## src/rtl/flash_pe_status.sv

```systemverilog
module flash_pe_status #(
  parameter int PULSE_CYCLES = 3,
  parameter int ERASE_MAX    = 8,
  parameter int PROG_MAX     = 4
) (
  input  logic       clk,
  input  logic       rst_n,
  input  logic       cmd_valid,
  input  logic [1:0] cmd_op,
  input  logic       prog_en,
  input  logic       verify_ok,
  output logic       pulse_on,
  output logic [7:0] status
);
  localparam int TOP_MAX = (ERASE_MAX > PROG_MAX) ? ERASE_MAX : PROG_MAX;
  localparam int CW = $clog2(PULSE_CYCLES + 1);
  localparam int NW = $clog2(TOP_MAX + 1);
  localparam logic [1:0] OP_PROG  = 2'b01;
  localparam logic [1:0] OP_ERASE = 2'b10;
  localparam logic [1:0] OP_CLEAR = 2'b11;

  typedef enum logic [1:0] {S_IDLE, S_PULSE, S_VERIFY, S_BLOCK} state_t;

  state_t        state;
  logic          is_erase;
  logic [CW-1:0] tcnt;
  logic [NW-1:0] pnum;
  logic          erase_fail, prog_fail, wp_fail;

  wire idle    = (state == S_IDLE);
  wire any_err = erase_fail | prog_fail | wp_fail;
  wire is_pe   = (cmd_op == OP_PROG) | (cmd_op == OP_ERASE);
  wire [NW-1:0] budget = is_erase ? NW'(ERASE_MAX) : NW'(PROG_MAX);

  assign pulse_on = (state == S_PULSE);
  assign status   = {idle, 1'b0, erase_fail, prog_fail, wp_fail, 3'b000};

  always_ff @(posedge clk or negedge rst_n) begin
    if (!rst_n) begin
      state      <= S_IDLE;
      is_erase   <= 1'b0;
      tcnt       <= '0;
      pnum       <= '0;
      erase_fail <= 1'b0;
      prog_fail  <= 1'b0;
      wp_fail    <= 1'b0;
    end else begin
      case (state)
        S_IDLE: if (cmd_valid) begin
          if (cmd_op == OP_CLEAR) begin
            erase_fail <= 1'b0;
            prog_fail  <= 1'b0;
            wp_fail    <= 1'b0;
          end else if (is_pe) begin
            if (!prog_en) begin
              wp_fail <= 1'b1;
            end else if (any_err) begin
              if (cmd_op == OP_ERASE) erase_fail <= 1'b1;
              else                    prog_fail  <= 1'b1;
              state <= S_BLOCK;
            end else begin
              is_erase <= (cmd_op == OP_ERASE);
              tcnt     <= '0;
              pnum     <= NW'(1);
              state    <= S_PULSE;
            end
          end
        end
        S_PULSE: begin
          if (tcnt == CW'(PULSE_CYCLES - 1)) state <= S_VERIFY;
          else tcnt <= tcnt + 1'b1;
        end
        S_VERIFY: begin
          if (verify_ok) begin
            state <= S_IDLE;
          end else if (pnum == budget) begin
            if (is_erase) erase_fail <= 1'b1;
            else          prog_fail  <= 1'b1;
            state <= S_IDLE;
          end else begin
            pnum  <= pnum + 1'b1;
            tcnt  <= '0;
            state <= S_PULSE;
          end
        end
        default: state <= S_IDLE;
      endcase
    end
  end
endmodule

```

## config.mk

```make
export PLATFORM = sky130hd
export DESIGN_NAME = flash_pe_status
export DESIGN_NICKNAME = d
export VERILOG_FILES = /design/src/rtl/flash_pe_status.sv
export SDC_FILE = /design/constraint.sdc
export NUM_CORES = 1
export LEC_CHECK = 0
export ABC_AREA = 1
export ABC_CLOCK_PERIOD_IN_PS = 3050
export CORE_ASPECT_RATIO = 0.8
export CORE_MARGIN = 2
export CORE_UTILIZATION = 55
export CTS_CLUSTER_SIZE = 16
export DETAILED_ROUTE_END_ITERATION = 8
export PLACE_DENSITY = 0.92
export SYNTH_ARGS = -nofsm -noshare
export SYNTH_HDL_FRONTEND = slang
export SYNTH_SLANG_ARGS = --single-unit
```

## constraint.sdc

```tcl
create_clock -name clk -period 3.05 [get_ports clk]
set_clock_uncertainty 0.1 [all_clocks]
set_input_delay 0.4575 -clock clk [delete_from_list [all_inputs] [get_ports clk]]
set_output_delay 0.4575 -clock clk [all_outputs]
set_load 0.02 [all_outputs]
```

## Word level (Yosys, flattened, before mapping)

Cells that the tools add are included.

- Multiplexer cells: 50
- Equal/unequal tests: 25
- Reduce and logical (&&, ||, !) cells: 11
- Bitwise logic cells: 5
- Add/subtract/negate cells: 2
- Multiply operators: 0
- Shift-type cells: 0
- Divide/modulo/power cells: 0
- Order comparisons: 0

Operators by type and width:

| operator | count |
|---|---|
| $mux W4 | 8 |
| $mux W2 | 14 |
| $reduce_and A9 Y1 | 3 |
| $mux W1 | 23 |
| $ne A2 B2 Y1 const B | 10 |
| $pmux W2 S3 | 2 |
| $ne A3 B1 Y1 const B | 3 |
| $eq A2 B2 Y1 const B | 4 |
| $pmux W4 S2 | 1 |
| $reduce_and A8 Y1 | 1 |
| $ne A2 B1 Y1 const B | 3 |
| $reduce_and A6 Y1 | 1 |
| $reduce_and A5 Y1 | 1 |
| $add A4 B1 Y4 const B | 1 |
| $eq A2 B1 Y1 const B | 2 |
| $eq A4 B4 Y1 | 1 |
| $pmux W1 S2 | 2 |
| $reduce_and A4 Y1 | 1 |
| $reduce_bool A2 Y1 | 2 |
| $ne A3 B2 Y1 const B | 1 |
| $ne A3 B3 Y1 const B | 1 |
| $or A1 B1 Y1 | 3 |
| $reduce_bool A3 Y1 | 1 |
| $add A2 B1 Y2 const B | 1 |
| other kinds (2) | 3 |

- Input port bits: 7
- Memory bits (writable): 0
- Output and inout bits: 9
- Register bits: 12
- Memory bits (read-only): 0
- Memories kept: 0
- Bits in latches: 0

## Longest topological paths before layout

- Word-level depth: 8
- Gate-level depth with buffers: 9
- Mapped depth without buffers: 9

## Least setup slack after synthesis

OpenSTA, ideal clock, no wires.

- Kind: input to register
- Start point: in cmd_op[0]
- End point: reg pnum[2]
- Arrival time: 1.317 ns
- Data required time: 2.833 ns
- Stages on the path: 9
- Slack: 1.517 ns
- Cells stage by stage: inv_1 -> ha_1 -> inv_1 -> o21ai_2 -> nand2_2 -> nor2_4 -> nand3_2 -> nand2_1 -> nand2_1

- Word-level cells in the longest chain between the ends: 4
- Elaborated cells on any way between the ends: 7
- Those cells by class: eq/ne: 5; bitwise: 1; reduce/logical: 1

RTL lines:

| element | line | source |
|---|---|---|
| start, declared | 9 | `input logic [1:0] cmd_op,` |
| $eq A2 B1 Y1 / $eq A2 B2 Y1 (equally long branches) | 32 | `wire is_pe = (cmd_op == OP_PROG) \| (cmd_op == OP_ERASE);` |
| $or A1 B1 Y1 | 32 |  |
| $ne A2 B1 Y1 (no source line) | n/a |  |
| $reduce_and A8 Y1 (no source line) * | n/a |  |
| end signal, assigned | 81 | `pnum <= pnum + 1'b1;` |
| end, declared | 27 | `logic [NW-1:0] pnum;` |

Every way passes the cells marked *; elsewhere a longest branch is shown, timed or not.
A chain may end at the register's enable or synchronous reset.

## Worst setup path after layout

- Start point: reg state[1]
- End point: out status[7]

- Word-level cells in the longest chain between the ends: 1

RTL lines:

| element | line | source |
|---|---|---|
| start, declared | 24 | `state_t state;` |
| start signal, assigned | 40 | `state <= S_IDLE;` |
| start signal, assigned | 60 | `state <= S_BLOCK;` |
| start signal, assigned | 65 | `state <= S_PULSE;` |
| $logic_not A2 Y1 | 30 | `wire idle = (state == S_IDLE);` |
| end, declared | 13 | `output logic [7:0] status` |

Every way passes these cells.

==> results.sh <==
export IMPL_cts_max_level=1
export IMPL_clk_latency_ns=0.26
export IMPL_status="finished, final reports clean"
export IMPL_antenna_found_initial=0
export IMPL_postCtsResizedCells=0
export IMPL_ios=16
export IMPL_path_class="register to primary output"
export IMPL_setup_worst_path_start_class="register"
export IMPL_crit_fanout=10
export IMPL_dp_hpwl_microns=1420
export IMPL_finalHoldViolCount=0
export IMPL_synthesis_area_sq_um=948
export IMPL_worstHoldStart="erase_fail$_DFFE_PN0P_"
export IMPL_num_nets_final=158
export IMPL_start_util_pct=58.3
export IMPL_cts_buffers_inserted=3
export IMPL_rsz0062_at_grt="no"
export IMPL_drv_slew=0
export IMPL_drive_above_1_share_pct=9.09
export IMPL_hold_path_class="register to register"
export IMPL_setup_viol=0
export IMPL_maxCapViolations=0
export IMPL_worstPathRequired_ns=2.49
export IMPL_die_y_microns=41.1
export IMPL_slew_headroom_pct=64.1
export IMPL_setup_slack_ns=0.857
export IMPL_row_count=13
export IMPL_min_period_over_period_pct=71.9
export IMPL_root_buffer="clkbuf_4"
export IMPL_cts_tree="built"
export IMPL_drt_iter0_drc=23
export IMPL_ctsHoldBuffers=0
export IMPL_finalWeightedCongestion=0.924
export IMPL_core_area_sq_mm=0.00163
export IMPL_ys_seq_area_share_pct=31.7
export IMPL_cts_clk_slew_worst_paths_ns=0.07
export IMPL_synth_area_per_cell_sq_um=7.08
export IMPL_worst_slew_pin_slew_ns=0.536
export IMPL_stdcell_count=165
export IMPL_die_w_microns=50.4
export IMPL_area_growth_pct=11.7
export IMPL_dr_pass1_iters=4
export IMPL_power_density_mw_per_mm2=886
export IMPL_r2r_start="tcnt[0]$_DFFE_PN0P_"
export IMPL_hold_slack_ns=0.406
export IMPL_wl_per_cell_microns=10.5
export IMPL_worstRegToRegCells=8
export IMPL_peakVddDrop_v=0.000641
export IMPL_cts_max_path_buffers=2
export IMPL_r2r_end="tcnt[0]$_DFFE_PN0P_"
export IMPL_ant_nets=0
export IMPL_crit_family="buffers and inverters"
export IMPL_wl_microns=1740
export IMPL_gr_usage_all_layers_pct=18.7
export IMPL_grt_remaining_overflow=0
export IMPL_first_global_vias=670
export IMPL_portBuffers=11
export IMPL_dieArea_sq_mm=0.00207
export IMPL_ys_ff_latch=12
export IMPL_finalSetupTns_ns=0
export IMPL_endpoint_kind="primary output"
export IMPL_slowest_stage="clkdlybuf4s50_1"
export IMPL_slowest_delay_ns=0.65
export IMPL_post_route_min_period_ns=2.19
export IMPL_dp_cells=162
export IMPL_cts_setup_buffers=0
export IMPL_drc=0
export IMPL_holdPathStages=2
export IMPL_grt_pass1_wl_microns=2800
export IMPL_crit_path_cell_trace="nor2_4 -> clkdlybuf4s50_1"
export IMPL_synth_distinct_cells=21
export IMPL_synthCells=134
export IMPL_ff2ff_setup_slack_ns=1.60
export IMPL_fmax_ghz=0.456
export IMPL_vias=821
export IMPL_grt_max_degree=13
export IMPL_place_worst_setup_slack_ns=0.889
export IMPL_p_leak_nw=0.571
export IMPL_clock_sinks=12
export IMPL_synth_warnings=0
export IMPL_via_per_inst=4.98
export IMPL_crit_buf_inv=1
export IMPL_worstHoldEndpoint="erase_fail$_DFFE_PN0P_"
export IMPL_arrival_ns=1.64
export IMPL_n_antenna_cell=0
==> through the flow <==
stage	instance area [sq um]	power, mW	utilization, %
2_1_floorplan	960	0.727	-
3_3_place_gp	1040	0.827	63.8
6_report	1060	0.939	65.2
5_1_grt	1060	1.02	65.2
3_5_place_dp	1040	0.845	63.8
4_1_cts	1060	0.942	65.2
==> cell usage after synthesis <==
cell,instances,area [sq um]
conb_1,1,3.75
nand2_2,1,6.26
nand3_1,16,80.1
a21boi_1,1,7.51
nand2_1,35,131
inv_2,1,3.75
nor3_1,1,5.00
dfrtp_1,12,300
xor2_1,2,17.5
nand4_1,3,18.8
buf_4,8,60.1
nor2_4,3,33.8
ha_1,6,75.1
o21ai_2,2,17.5
nand3_2,2,20.0
nor2_1,8,30.0
inv_1,21,78.8
a21oi_1,4,20.0
nor2_2,1,6.26
a211oi_1,1,7.51
o21ai_0,5,25.0
==> layout make-up <==
class / count / area [sq um]
fill: 134 / 567
multi-input combinational: 95 / 517
sequential: 12 / 300
timing repair buffer: 11 / 110
inverter: 22 / 82.6
tap: 22 / 27.5
clock buffer: 3 / 22.5
==> power by group <==
group | total [mW] | switching [mW] | internal [mW]
clock network | 0.0925 | 0.0469 | 0.0456
registers | 0.295 | 0.0703 | 0.225
logic | 0.551 | 0.337 | 0.214
total | 0.939 | 0.454 | 0.485
==> flip-flops by register name (all words and copies together) (netlist names) <==
name,flops
state,2
wp_fail,1
prog_fail,1
tcnt,2
is_erase,1
erase_fail,1
pnum,4
==> placed cells by master (no fill, tap or decap) <==
cell	count
o21ai_2	2
nand4_1	3
conb_1	4
a21oi_1	4
nand3_1	16
a21boi_1	1
nor2_2	1
nor2_1	8
nor3_1	1
nor2_4	3
clkbuf_4	3
clkdlybuf4s50_1	11
a211oi_1	1
nand2_2	1
ha_1	6
xor2_1	2
inv_1	21
nand2_1	35
nand3_2	2
o21ai_0	5
inv_2	1
dfrtp_1	12
==> layer usage <==
layer | vias up | track usage [%] | part of all wire (%)
li1 | 429 | - | -
met1 | 370 | 22.2 | 47
met2 | 22 | 34.5 | 48
met3 | 0 | 6.20 | 5.7
met4 | 0 | 2.70 | 0
met5 | - | 0 | 0
==> kinds of logic after synthesis <==
kind of cell	Yosys count	share of synthesized area, %
buffers and inverters	30	15.0
AND/OR/NAND/NOR	70	35.0
flip-flops	12	31.7
XOR/XNOR	2	1.85
adder cells (fa/ha/maj)	6	7.92
AO/OA/AOI/OAI	13	8.18
other	1	0.395
==> worst max path at each step <==
stage          cells after the start  slack (ns)                   end            startpoint
5_1_grt                            4        0.75              pulse_on  state[1]$_DFFE_PN0P_
4_1_cts                            2        0.84             status[7]  state[1]$_DFFE_PN0P_
3_5_place_dp                      10        0.89   pnum[2]$_DFFE_PN0P_             cmd_op[1]
2_1_floorplan                      9        1.52   pnum[2]$_DFFE_PN0P_             cmd_op[0]
3_3_place_gp                       8        0.95  is_erase$_DFFE_PN0P_             cmd_op[1]
6_report                           2        0.86             status[7]  state[1]$_DFFE_PN0P_
==> worst reg2reg max path, stage by stage (launching register included) <==
cell and delay (ns):
dfrtp_1 0.37, inv_1 0.06, ha_1 0.22, o21ai_0 0.15, nand2_1 0.11, nor2_4 0.14
nand3_2 0.09, nand2_1 0.07, nand2_1 0.04
Note: power is estimated with default switching activity, not from simulation.
